### config.mk
export PLATFORM = sky130hd
export DESIGN_NAME = can_mode_ctrl
export DESIGN_NICKNAME = d
export VERILOG_FILES = /design/src/rtl/can_mode_pkg.sv /design/src/rtl/can_mode_latch.sv /design/src/rtl/can_pin_route.sv /design/src/rtl/can_lp_hsk.sv /design/src/rtl/can_acc_gate.sv /design/src/rtl/can_mode_ctrl.sv
export SDC_FILE = /design/constraint.sdc
export NUM_CORES = 1
export LEC_CHECK = 0
export BUFFER_PORTS_ARGS = -buffer_cell sky130_fd_sc_hd__clkbuf_2
export CAP_MARGIN = 20
export CORE_MARGIN = 2
export CORE_UTILIZATION = 27
export DETAILED_ROUTE_END_ITERATION = 7
export PLACE_DENSITY = 0.79
export SLEW_MARGIN = 20
export SYNTH_ARGS = -nofsm -noshare
export SYNTH_HDL_FRONTEND = slang
export SYNTH_SLANG_ARGS = --single-unit
### constraint.sdc
create_clock -name clk -period 1.75 [get_ports clk]
set_clock_uncertainty 0.15 [all_clocks]
set_input_delay 0.175 -clock clk [delete_from_list [all_inputs] [get_ports clk]]
set_output_delay 0.175 -clock clk [all_outputs]
set_load 0.005 [all_outputs]
### src/rtl/can_mode_pkg.sv
package can_mode_pkg;

    typedef struct packed {
        logic dis;
        logic loop;
        logic listen;
    } can_mode_t;

    localparam can_mode_t MODE_RESET = '{dis: 1'b0, loop: 1'b0, listen: 1'b0};

    typedef enum logic [1:0] {
        RX_FROM_PIN  = 2'd0,
        RX_FROM_TX   = 2'd1,
        RX_FORCE_DOM = 2'd2
    } rx_src_e;

    // Loop-back wins the receive routing; ACK slot forced dominant there.
    function automatic rx_src_e pick_rx(can_mode_t m, logic ack_slot);
        if (m.loop) begin
            return ack_slot ? RX_FORCE_DOM : RX_FROM_TX;
        end
        return RX_FROM_PIN;
    endfunction

    // Any non-normal mode keeps the external transmit pin recessive.
    function automatic logic tx_quiet(can_mode_t m);
        return m.dis | m.loop | m.listen;
    endfunction

    function automatic logic addr_in(logic [31:0] a, logic [31:0] lo, logic [31:0] hi);
        return (a >= lo) && (a <= hi);
    endfunction

endpackage

### src/rtl/can_mode_latch.sv
module can_mode_latch
    import can_mode_pkg::*;
(
    input  logic      clk,
    input  logic      rst,
    input  logic      idle_i,
    input  can_mode_t req_i,
    output can_mode_t mode_o
);

    can_mode_t mode_q;

    always_ff @(posedge clk) begin
        if (rst) begin
            mode_q <= MODE_RESET;
        end else if (idle_i) begin
            mode_q <= req_i;
        end
    end

    assign mode_o = mode_q;

    AST_MODE_HELD_BUSY: assert property (@(posedge clk) disable iff (rst)
        !idle_i |=> $stable(mode_q));

endmodule

### src/rtl/can_pin_route.sv
module can_pin_route
    import can_mode_pkg::*;
(
    input  logic      clk,
    input  logic      rst,
    input  can_mode_t mode_i,
    input  logic      eng_tx_i,
    input  logic      ack_slot_i,
    input  logic      pin_rx_i,
    output logic      pin_tx_o,
    output logic      eng_rx_o,
    output logic      bit0_err_o,
    output logic      cnt_freeze_o,
    output logic      force_passive_o
);

    rx_src_e rx_src;
    logic    bit0_q;
    logic    no_ack_seen;

    assign rx_src = pick_rx(mode_i, ack_slot_i);

    always_comb begin
        unique case (rx_src)
            RX_FROM_TX:   eng_rx_o = eng_tx_i;
            RX_FORCE_DOM: eng_rx_o = 1'b0;
            default:      eng_rx_o = pin_rx_i;
        endcase
    end

    assign pin_tx_o        = tx_quiet(mode_i) ? 1'b1 : eng_tx_i;
    assign cnt_freeze_o    = mode_i.listen;
    assign force_passive_o = mode_i.listen;

    // Monitor only: a recessive ACK slot means nobody acknowledged.
    assign no_ack_seen = mode_i.listen & ~mode_i.loop & ack_slot_i & pin_rx_i;

    always_ff @(posedge clk) begin
        if (rst) begin
            bit0_q <= 1'b0;
        end else begin
            bit0_q <= no_ack_seen;
        end
    end

    assign bit0_err_o = bit0_q;

    AST_BIT0_CAUSE: assert property (@(posedge clk) disable iff (rst)
        bit0_err_o |-> $past(mode_i.listen && !mode_i.loop && ack_slot_i && pin_rx_i));

    AST_LOOP_IGNORES_PIN: assert property (@(posedge clk) disable iff (rst)
        (mode_i.loop && !ack_slot_i) |-> (eng_rx_o == eng_tx_i));

endmodule

### src/rtl/can_lp_hsk.sv
module can_lp_hsk #(
    parameter int SYNC_STAGES = 2
) (
    input  logic clk,
    input  logic rst,
    input  logic dis_i,
    output logic clk_en_o,
    output logic lp_ack_o
);

    localparam int TOP = SYNC_STAGES - 1;

    logic [TOP:0] sync_q;

    assign clk_en_o = ~dis_i;

    generate
        if (SYNC_STAGES == 1) begin : g_one
            always_ff @(posedge clk) begin
                if (rst) sync_q <= '1;
                else     sync_q <= clk_en_o;
            end
        end else begin : g_chain
            always_ff @(posedge clk) begin
                if (rst) sync_q <= '1;
                else     sync_q <= {sync_q[TOP-1:0], clk_en_o};
            end
        end
    endgenerate

    assign lp_ack_o = ~sync_q[TOP];

    generate
        if (SYNC_STAGES == 2) begin : g_chk
            AST_ACK_AFTER_STOP: assert property (@(posedge clk) disable iff (rst)
                $rose(lp_ack_o) |-> $past(!clk_en_o, 2));
            AST_ACK_AFTER_RUN: assert property (@(posedge clk) disable iff (rst)
                $fell(lp_ack_o) |-> $past(clk_en_o, 2));
        end
    endgenerate

endmodule

### src/rtl/can_acc_gate.sv
module can_acc_gate
    import can_mode_pkg::*;
#(
    parameter int          ADDR_W   = 12,
    parameter int          DATA_W   = 32,
    parameter logic [31:0] TMR_ADDR = 32'h008,
    parameter logic [31:0] ECR_ADDR = 32'h01C,
    parameter logic [31:0] MB_LO    = 32'h080,
    parameter logic [31:0] MB_HI    = 32'h17F
) (
    input  logic              clk,
    input  logic              rst,
    input  logic              dis_i,
    input  logic              valid_i,
    input  logic [ADDR_W-1:0] addr_i,
    input  logic [DATA_W-1:0] rdata_i,
    output logic              valid_o,
    output logic [DATA_W-1:0] rdata_o,
    output logic              err_o
);

    logic [31:0] addr32;
    logic        guarded;
    logic        refuse;
    logic        err_q;

    assign addr32  = 32'(addr_i);
    assign guarded = (addr32 == TMR_ADDR) || (addr32 == ECR_ADDR) ||
                     addr_in(addr32, MB_LO, MB_HI);
    assign refuse  = dis_i & guarded;

    assign valid_o = valid_i & ~refuse;
    assign rdata_o = refuse ? '0 : rdata_i;

    always_ff @(posedge clk) begin
        if (rst) begin
            err_q <= 1'b0;
        end else begin
            err_q <= valid_i & refuse;
        end
    end

    assign err_o = err_q;

    AST_ERR_ONLY_DISABLED: assert property (@(posedge clk) disable iff (rst)
        err_o |-> $past(valid_i && dis_i));

    AST_ENABLED_FORWARDS: assert property (@(posedge clk) disable iff (rst)
        (!dis_i && valid_i) |-> valid_o);

endmodule

### src/rtl/can_mode_ctrl.sv
module can_mode_ctrl
    import can_mode_pkg::*;
#(
    parameter int          ADDR_W      = 12,
    parameter int          DATA_W      = 32,
    parameter int          SYNC_STAGES = 2,
    parameter logic [31:0] TMR_ADDR    = 32'h008,
    parameter logic [31:0] ECR_ADDR    = 32'h01C,
    parameter logic [31:0] MB_LO       = 32'h080,
    parameter logic [31:0] MB_HI       = 32'h17F
) (
    input  logic              clk,
    input  logic              rst,
    input  logic              cfg_disable_i,
    input  logic              cfg_loop_i,
    input  logic              cfg_listen_i,
    input  logic              eng_idle_i,
    input  logic              eng_tx_i,
    input  logic              eng_ack_slot_i,
    output logic              eng_rx_o,
    input  logic              pin_rx_i,
    output logic              pin_tx_o,
    output logic              bit0_err_o,
    output logic              cnt_freeze_o,
    output logic              force_passive_o,
    output logic              clk_en_o,
    output logic              lp_ack_o,
    input  logic              acc_valid_i,
    input  logic [ADDR_W-1:0] acc_addr_i,
    input  logic [DATA_W-1:0] acc_rdata_i,
    output logic              acc_valid_o,
    output logic [DATA_W-1:0] acc_rdata_o,
    output logic              acc_err_o
);

    can_mode_t req;
    can_mode_t mode;

    assign req = '{dis: cfg_disable_i, loop: cfg_loop_i, listen: cfg_listen_i};

    can_mode_latch u_latch (
        .clk    (clk),
        .rst    (rst),
        .idle_i (eng_idle_i),
        .req_i  (req),
        .mode_o (mode)
    );

    can_pin_route u_route (
        .clk             (clk),
        .rst             (rst),
        .mode_i          (mode),
        .eng_tx_i        (eng_tx_i),
        .ack_slot_i      (eng_ack_slot_i),
        .pin_rx_i        (pin_rx_i),
        .pin_tx_o        (pin_tx_o),
        .eng_rx_o        (eng_rx_o),
        .bit0_err_o      (bit0_err_o),
        .cnt_freeze_o    (cnt_freeze_o),
        .force_passive_o (force_passive_o)
    );

    can_lp_hsk #(.SYNC_STAGES(SYNC_STAGES)) u_hsk (
        .clk      (clk),
        .rst      (rst),
        .dis_i    (mode.dis),
        .clk_en_o (clk_en_o),
        .lp_ack_o (lp_ack_o)
    );

    can_acc_gate #(
        .ADDR_W   (ADDR_W),
        .DATA_W   (DATA_W),
        .TMR_ADDR (TMR_ADDR),
        .ECR_ADDR (ECR_ADDR),
        .MB_LO    (MB_LO),
        .MB_HI    (MB_HI)
    ) u_gate (
        .clk     (clk),
        .rst     (rst),
        .dis_i   (mode.dis),
        .valid_i (acc_valid_i),
        .addr_i  (acc_addr_i),
        .rdata_i (acc_rdata_i),
        .valid_o (acc_valid_o),
        .rdata_o (acc_rdata_o),
        .err_o   (acc_err_o)
    );

    AST_QUIET_PIN_IN_MODES: assert property (@(posedge clk) disable iff (rst)
        $past(eng_idle_i && (cfg_listen_i || cfg_loop_i || cfg_disable_i)) |-> pin_tx_o);

    AST_LISTEN_NO_BIT0_IN_LOOP: assert property (@(posedge clk) disable iff (rst)
        $past(eng_idle_i && cfg_loop_i) && $stable(mode) |=> !bit0_err_o);

endmodule

==> summary.txt, run 1 <==
Outcome
  – Status: complete, but fails checks
  – Failing checks: setup timing

Timing
  – Final TNS setup: -6.62 ns
  – Final worst path period share: 1.12
  – FMAX: 509 MHz
  – RSZ-0062 raised after global routing: yes
  – Final hold slack: around 0.017 ns
  – Final hold vios: 0
  – Slew Viols, Final: 0
  – Actual slew at the worst max-slew pin: 0.299 ns
  – Final WS setup: -0.216 ns
  – Minimum clock period: 1.97 ns
  – Slew HR: 0.800
  – Final setup fails: 33

Yosys
  – #FFs+latches synth: 7
  – Syn_area_per_cell: 9.92 sq um
  – Top_reg_cell synth: dfxtp_1
  – Number of synthesized flops with an enable pin: 0
  – FFs w/ async S/R, synth: 0
  – Net Count, Synth: between 100 and 150
  – Yosys cell types: 23
  – Post-Syn Area: 694 sq um
  – Synth warn: 0
  – Cells after synthesis: 70
  – Seq/Total Area, Yosys: 0.202

Detailed routing
  – # DRC: 0
  – DR vias: 873
  – Routed WL per cell: 11.2 um
  – Final antenna-violating net count: 0
  – Initial DRC Count: 4
  – Pre-antenna DRT Iters: 2
  – Vias per cell: 4.39
  – Final WL: approximately 2200 um

Power and ir drop
  – Worst vdd ir: between 300 and 400 uV
  – Gate power share: 0.400
  – P per Cell Area: 412 mW/mm^2
  – NetSw: 0.150 mW
  – Clock Power Share: 0.277
  – Leak Pwr: 0.704 nW
  – Switch share: 0.283
  – Total chip power: 0.528 mW
  – Seq pwr share: 0.322
  – Internal power: 0.378 mW

Clock tree
  – Num Clock Sinks: 7
  – Clock Path Buffers: 2
  – Worst skew pair latency: 0.25 ns
  – CTS H-Tree Depth: 1
  – Root buf cell: clkbuf_4
  – Worst-path clk slew: roughly 0.050 ns
  – CTS tree: yes
  – CTS buffer count: 3

Global route
  – First-pass GRT wire length: 3270 um
  – Initial antenna violation count: 0
  – Vias in the first global route: 802
  – Congestion Overflow GR: 0
  – Tot GR Track Use: 0.150
  – Largest net degree at the start of global routing: 35

Setup path
  – Req. time, crit path: around 1.4 ns
  – Worst R2R Path Depth: 4
  – Path type of the worst setup path: register to primary output
  – Crit Path Max Fanout: 10
  – Worst EP arrival: 1.64 ns
  – CP Capture Type: primary output
  – Crit start category: register

Hold path
  – Hold Crit Class: primary input to register
  – Min-Delay Path Depth: 2

Floorplanning
  – # rows: 18
  – Die Height: 54.7 um
  – Initial Util: 0.283
  – I/O Pins: 95
  – DIE AREA: 0.00299 sq mm
  – Die W: 54.7 um
  – CORE AREA: between 0.002 and 0.0025 sq mm

Cells and area
  – Area occupied by multi-input gates: between 400 and 500 sq um
  – Final Cell Area: 0.00128 sq mm
  – FF+latch area: 141 sq um
  – Total inserted antenna cells: 0
  – Share of layout cells above drive strength 1: 0.763
  – Nets: 224
  – Filler cells: 234
  – P&R area growth vs syn: 84.5%

Flow run
  – Maxcap violations: 0

Placement
  – I/O Buffers: 94
  – DP HPWL: between 1500 and 2000 um
  – Placed inst area: 0.00121 sq mm
  – GP Congestion: about 0.76
==> metal layers <==
metal  routed length (um)  track usage
met1                  913        0.178
met3                  171       0.0191
met2                 1130        0.278
met4                   14       0.0375
met5                    0            0
==> flip-flops by register name (all words and copies together) (netlist names) <==
register / flops
u_gate.err_o: 1
u_hsk.sync_q: 2
u_latch.mode_o: 3
u_route.bit0_err_o: 1
==> placed cells by master, fill, tap and decap left out, types with 2 or more instances in the layout <==
| master | n |
|---|---|
| dfxtp_1 | 6 |
| mux2i_1 | 3 |
| buf_2 | 8 |
| a21boi_2 | 20 |
| a21boi_0 | 9 |
| clkbuf_4 | 3 |
| buf_6 | 3 |
| inv_1 | 3 |
| dlygate4sd3_1 | 2 |
| clkbuf_2 | 86 |
| a21boi_1 | 4 |
| nor2_1 | 4 |
==> final timing paths <==
path	slack, ns	from	to
max	-0.22	u_latch.mode_o[2]	acc_rdata_o[5]
min	0.02	rst	u_latch.mode_o[2]
max reg2reg	0.14	u_latch.mode_o[2]	u_gate.err_o
min reg2reg	0.26	u_hsk.sync_q[0]	u_hsk.sync_q[1]
==> worst max-delay path, cell delays in order, from the launching register on <==
cell	delay (ns)
dfxtp_2	0.32
or4b_4	0.47
a21oi_4	0.22
buf_6	0.16
a21boi_0	0.09
clkbuf_2	0.13
==> per-stage QoR <==
stage	setup WS, ns	util	cells
6_report	-0.216	0.522	199
5_1_grt	-0.271	0.522	199
4_1_cts	-0.265	0.551	203
3_5_place_dp	-0.0802	0.492	191
3_3_place_gp	-0.0501	0.492	191
2_1_floorplan	0.0839	-	70
==> cells in the mapped netlist (3+ instances only) <==
cell type  instances  area, sq um
buf_2              3         15.0
dfxtp_1            7          140
a21boi_2          20          225
buf_6              3         33.8
inv_1              3         11.3
a21boi_0          12         90.1
mux2i_1            3         30.0
nor2_1             4         15.0
==> power by group through the flow <==
stage               combinational, mW  clock, mW  sequential, mW
finish                          0.211      0.146           0.170
global route                    0.234      0.162           0.171
CTS                             0.217      0.151           0.170
detailed placement              0.209          0           0.173
global placement                0.206          0           0.173
floorplan                      0.0924          0           0.173
==> logic make-up after synthesis <==
group | count (synthesis) | synth area share
DFF | 7 | 0.202
muxes | 3 | 0.0432
xor gates and xnor gates | 1 | 0.0126
and+or+nand+nor | 13 | 0.121
buffers and inverters | 10 | 0.0973
AOI/OAI and AO/OA | 36 | 0.524
==> layout make-up <==
type	count	share of cell area
repair buffers	102	0.442
multi-input cells	53	0.389
flip-flops and latches	7	0.110
well taps	30	0.0293
clock buffers	4	0.0205
inverters	3	0.00879
==> what timing repair did <==
action | in CTS | in global routing
hold buffers | 2 | 0
setup endpoints to repair | 33 | 33
endpoints found under the hold margin | 1 | 0
gates resized for setup | 6 | 15
pin swaps | 3 | 5
cloned | 2 | 0
buffers inserted | 4 | 0
Note: power is estimated with default switching activity, not from simulation.
==> run 2: changes to the inputs <==
--- a/config.mk
+++ b/config.mk
@@ -6,12 +6,11 @@
 export NUM_CORES = 1
 export LEC_CHECK = 0
 export BUFFER_PORTS_ARGS = -buffer_cell sky130_fd_sc_hd__clkbuf_2
-export CAP_MARGIN = 20
+export CAP_MARGIN = 40
 export CORE_MARGIN = 2
-export CORE_UTILIZATION = 27
+export CORE_UTILIZATION = 30
 export DETAILED_ROUTE_END_ITERATION = 7
-export PLACE_DENSITY = 0.79
-export SLEW_MARGIN = 20
+export PLACE_DENSITY = 0.83
 export SYNTH_ARGS = -nofsm -noshare
 export SYNTH_HDL_FRONTEND = slang
 export SYNTH_SLANG_ARGS = --single-unit
==> constraint.sdc (replaced) <==
create_clock -name clk -period 2 [get_ports clk]
set_clock_uncertainty 0.15 [all_clocks]
set_input_delay 0.2 -clock clk [delete_from_list [all_inputs] [get_ports clk]]
set_output_delay 0.2 -clock clk [all_outputs]
set_load 0.005 [all_outputs]
==> run 2 against run 1 <==
The flow still finishes with violations (setup timing). Cell area rose by 6.2%. First-iteration DRC count is 75% higher. Sequential share of layout area shrank 0.64 points. Wire length increased by 5.9%. Critical path type unchanged. Critical endpoint is now acc_rdata_o[16]. Largest power group unchanged. Highest routed layer unchanged.
==> summary.txt, run 2 (synthesized netlist as in run 1, its figures left out) <==
Cells and area
  – Final Cell Area: 0.00136 sq mm
  – Most frequent cells in the layout: clkbuf_2 (84), a21boi_2 (25), buf_2 (10)
  – Total inserted antenna cells: 0
  – Non-filler cells, final: 199
  – Most common cell after layout, fill and taps aside: clkbuf_2
  – Nets: 226
  – P&R area growth vs syn: 95.9%
  – Share of layout cells above drive strength 1: 0.807
  – Largest register FFs: 3

Setup path
  – FF-to-FF End: u_gate.err_o
  – Worst reg2reg path startpoint: u_latch.mode_o[2]
  – Worst EP arrival: 1.68 ns
  – Crit start category: register
  – Path type of the worst setup path: register to primary output
  – Worst reg-to-reg setup slack: ~0.28 ns
  – Req. time, crit path: ~1.7 ns
  – Crit Path Max Fanout: 8
  – Worst R2R Path Depth: 6
  – CP Capture Type: primary output

Detailed routing
  – Final antenna-violating net count: 0
  – # DRC: 0
  – Final WL: 2360 um
  – Vias per cell: 4.54
  – Pre-antenna DRT Iters: 3
  – Initial DRC Count: 7
  – Routed WL per cell: 11.9 um
  – DR vias: 904

Clock tree
  – Hold-fix buffers at CTS: 0
  – Worst skew pair latency: roughly 0.25 ns
  – Root buf cell: clkbuf_4
  – Clock Path Buffers: 2
  – Num Clock Sinks: 7
  – CTS H-Tree Depth: 1
  – CTS buffer count: 3
  – CTS tree: yes
  – Worst-path clk slew: around 0.05 ns

Global route
  – Tot GR Track Use: 0.184
  – First-pass GRT wire length: 3800 um
  – Vias in the first global route: 932
  – Largest net degree at the start of global routing: 25
  – Initial antenna violation count: 0
  – Congestion Overflow GR: 0

Floorplanning
  – Die Height: 52.1 um
  – Initial Util: 0.317
  – # rows: 17
  – CORE AREA: 0.00219 sq mm
  – DIE AREA: 0.00272 sq mm
  – Die W: 52.1 um
  – I/O Pins: 95

Power and ir drop
  – Leak Pwr: around 0.74 nW
  – Worst vdd ir: 322 uV
  – P per Cell Area: 346 mW/mm^2

Hold path
  – Worst Hold Launch: eng_ack_slot_i
  – Hold worst-path end: u_route.bit0_err_o
  – Hold Crit Class: primary input to register
  – Min-Delay Path Depth: 3

Timing
  – Minimum clock period: 2.03 ns
  – Final setup fails: 20
  – Final TNS setup: -0.291 ns
  – Final WS setup: -0.0320 ns
  – FMAX: just under 500 MHz
  – Final hold slack: 0.0190 ns
  – Slew HR: 0.779
  – Actual slew at the worst max-slew pin: 0.330 ns
  – RSZ-0062 raised after global routing: yes
  – Slew Viols, Final: 0
  – Final hold vios: 0
  – Final worst path period share: 1.02

Outcome
  – Status: complete, but fails checks
  – Failing checks: setup timing

Placement
  – GP Congestion: just over 0.7
  – Placed insts: 188
  – DP HPWL: 1880 um
  – Placed inst area: 0.00120 sq mm
  – I/O Buffers: 94

Flow run
  – Maxcap violations: 0
==> run 2: how the worst max path moves through the flow <==
stage	from	endpoint	slack, ns
5_1_grt	u_latch.mode_o[2]	acc_rdata_o[14]	-0.1
3_3_place_gp	acc_addr_i[5]	acc_valid_o	0.16
2_1_floorplan	u_latch.mode_o[2]	acc_rdata_o[11]	0.31
6_report	u_latch.mode_o[2]	acc_rdata_o[16]	-0.03
4_1_cts	u_latch.mode_o[2]	acc_rdata_o[1]	-0.05
3_5_place_dp	acc_addr_i[5]	acc_valid_o	0.13
==> run 2: final cells by class <==
class | instances | area (sq um)
Tap cell | 28 | 35.0
Fill cell | 203 | 831
Sequential cell | 7 | 141
Inverter | 3 | 11.3
Clock buffer | 4 | 26.3
Multi-Input combinational cell | 53 | 517
Timing Repair Buffer | 104 | 629
==> run 2: worst max-delay path, cell delays in order, from the launching register on <==
cell	delay, ns
dfxtp_2	0.32
or4b_4	0.47
a21oi_4	0.18
buf_6	0.15
buf_16	0.13
a21boi_2	0.05
buf_2	0.13
==> run 2: where the power goes <==
group          switching [mW]  total (mW)  internal, mW  leakage (nW)
clock                  0.0509       0.127        0.0760        0.0150
sequential            0.00409       0.149         0.145        0.0576
combinational          0.0787       0.194         0.115         0.663
==> run 2: what timing repair did <==
item	CTS	global route
gates resized for setup	5	26
endpoints found under the setup margin	33	33
pin swaps	0	5
setup buffers	4	1
hold endpoints to repair	0	0
cloned	3	0
==> run 2: stage by stage <==
stage | worst slack (ns) | total power [mW] | util
3_3_place_gp | 0.159 | 0.329 | 0.547
5_1_grt | -0.0966 | 0.501 | 0.621
2_1_floorplan | 0.309 | 0.232 | -
3_5_place_dp | 0.127 | 0.335 | 0.547
4_1_cts | -0.0505 | 0.473 | 0.617
6_report | -0.0320 | 0.470 | 0.621
==> run 2: metal layers <==
metal  wire length (um)  track usage
met1                856        0.204
met2               1360        0.359
met3                145       0.0172
met4                  5       0.0570
met5                  0            0
==> run 3: changes to the inputs <==
--- a/config.mk
+++ b/config.mk
@@ -9,8 +9,10 @@
 export CAP_MARGIN = 40
 export CORE_MARGIN = 2
 export CORE_UTILIZATION = 30
+export CTS_CLUSTER_SIZE = 30
 export DETAILED_ROUTE_END_ITERATION = 7
 export PLACE_DENSITY = 0.83
+export SLEW_MARGIN = 40
 export SYNTH_ARGS = -nofsm -noshare
 export SYNTH_HDL_FRONTEND = slang
 export SYNTH_SLANG_ARGS = --single-unit
==> constraint.sdc (replaced) <==
create_clock -name clk -period 2 [get_ports clk]
set_clock_uncertainty 0.15 [all_clocks]
set_input_delay 0.2 -clock clk [delete_from_list [all_inputs] [get_ports clk]]
set_output_delay 0.2 -clock clk [all_outputs]
set_load 0.05 [all_outputs]
==> run 3 against run 2 <==
The run still ends with setup timing left. Flip-flop and latch count is the same. Fmax shrank 2.4%. Sequential power is essentially flat. Largest power group unchanged.
==> summary.txt, run 3 (synthesized netlist as in run 1, its figures left out) <==
Setup path
  – Worst EP arrival: 1.73 ns
  – CP Capture Type: primary output
  – Crit Path Max Fanout: 8
  – Path type of the worst setup path: register to primary output
  – Req. time, crit path: 1.65 ns
  – Crit start category: register

Timing
  – FMAX: around 480 MHz
  – Final WS setup: -0.0810 ns
  – Actual slew at the worst max-slew pin: 0.342 ns
  – Slew HR: 0.771
  – Final worst path period share: 1.04
  – Final hold vios: 0
  – Minimum clock period: 2.08 ns
  – Slew Viols, Final: 0
  – Final setup fails: 20
  – RSZ-0062 raised after global routing: yes
  – Final hold slack: roughly 0.033 ns
  – Final TNS setup: -1.17 ns

Power and ir drop
  – Internal power: 0.406 mW
  – P per Cell Area: 431 mW/mm^2
  – Seq pwr share: 0.210
  – Gate power share: 0.616
  – NetSw: between 0.3 and 0.4 mW
  – Clock Power Share: 0.175
  – Worst vdd ir: approximately 360 uV
  – Switch share: 0.430
  – Total chip power: around 0.71 mW
  – Leak Pwr: between 0.8 and 0.9 nW

Cells and area
  – Filler cells: 161
  – Total inserted antenna cells: 0
  – Most frequent cells in the layout: clkbuf_2 (61), a21boi_2 (25), buf_8 (24)
  – P&R area growth vs syn: 138%
  – Share of layout cells above drive strength 1: 0.812
  – Nets: between 200 and 250
  – Largest register FFs: 3
  – Final Util: 0.755
  – Non-filler cells, final: 198
  – Most common cell after layout, fill and taps aside: clkbuf_2
  – Area occupied by multi-input gates: 528 sq um
  – FF+latch area: 141 sq um

Placement
  – Placed insts: between 150 and 200
  – GP Congestion: roughly 0.7
  – DP HPWL: ~2000 um
  – I/O Buffers: 94

Detailed routing
  – Final antenna-violating net count: 0
  – # DRC: 0
  – Initial DRC Count: 2
  – Vias per cell: about 4.8
  – DR vias: around 950
  – Routed WL per cell: 14.7 um
  – Final WL: 2920 um
  – Pre-antenna DRT Iters: 3

Outcome
  – Failing checks: setup timing
  – Status: complete, but fails checks

Clock tree
  – Num Clock Sinks: 7
  – CTS tree: yes
  – Clock Path Buffers: 2
  – CTS buffer count: 3
  – Worst-path clk slew: 0.05 ns
  – CTS H-Tree Depth: 1
  – Worst skew pair latency: roughly 0.25 ns
  – Root buf cell: clkbuf_4

Hold path
  – Hold Crit Class: primary input to register

Floorplanning
  – CORE AREA: around 0.0022 sq mm
  – Die Height: 52.1 um
  – Initial Util: 0.317
  – I/O Pins: 95
  – # rows: 17
  – Die W: 52.1 um
  – DIE AREA: 0.00272 sq mm

Flow run
  – Maxcap violations: 0

Global route
  – First-pass GRT wire length: 4400 um
  – Vias in the first global route: 968
  – Congestion Overflow GR: 0
  – Largest net degree at the start of global routing: 23
  – Tot GR Track Use: 0.218
  – Initial antenna violation count: 0
==> run 3: changes by cell type in the layout (fill, tap and decap cells not counted) <==
cell       before  now
buf_8           0   24
clkbuf_2       84   61
buf_2          10    0
clkbuf_8        0    8
a21boi_0        4    1
a21boi_1        4    6
buf_16          3    1
a21boi_4        0    1
buf_4           3    4
clkbuf_16       0    1
==> run 3: power by group through the flow <==
stage / sequential, mW / clock (mW) / combinational (mW)
after detailed placement: 0.152 / 0 / 0.342
after global placement: 0.151 / 0 / 0.336
after global routing: 0.150 / 0.138 / 0.457
final: 0.149 / 0.125 / 0.439
after CTS: 0.149 / 0.127 / 0.416
after floorplan: 0.156 / 0 / 0.233
==> run 3: final timing paths <==
check                           slack [ns]  cells after the start              start                 end
worst max-delay path                 -0.08                      6  u_latch.mode_o[2]     acc_rdata_o[26]
worst max register to register        0.23                      6  u_latch.mode_o[2]        u_gate.err_o
worst min-delay path                  0.03                      3     eng_ack_slot_i  u_route.bit0_err_o
worst min register to register        0.27                      1    u_hsk.sync_q[0]     u_hsk.sync_q[1]
==> run 3: critical path, stage by stage (launching register included) <==
cell       delay [ns]
dfxtp_2          0.32
or4b_4           0.47
a21oi_4          0.18
buf_6            0.15
clkbuf_16        0.15
a21boi_2         0.06
buf_8            0.15
==> run 3: routing by layer <==
metal	part of all wire	GRT usage
met3	0.075	0.0431
met5	0	0
met4	0.018	0.0702
met2	0.58	0.422
met1	0.33	0.230
==> run 3: through the flow <==
step                      area [sq um]  worst slack, ns
after floorplan                    694           -0.185
after global placement            1210           0.0333
after detailed placement          1210          -0.0121
after CTS                         1640          -0.0975
after global routing              1650           -0.136
final                             1650          -0.0810
==> run 3: cell type report <==
class                      instances  share of cell area
tap                               28              0.0212
clock buffer                       4              0.0159
inverter                           3             0.00681
timing repair buffer             103               0.551
sequential                         7              0.0855
multi-input combinational         53               0.319
==> run 3: what timing repair did <==
item | 4_1_cts | 5_1_grt
resized for setup | 88 | 27
pin swaps | 2 | 0
endpoints found under the setup margin | 33 | 33
hold buffers | 0 | 0
setup buffers | 4 | 0
cloned | 2 | 1
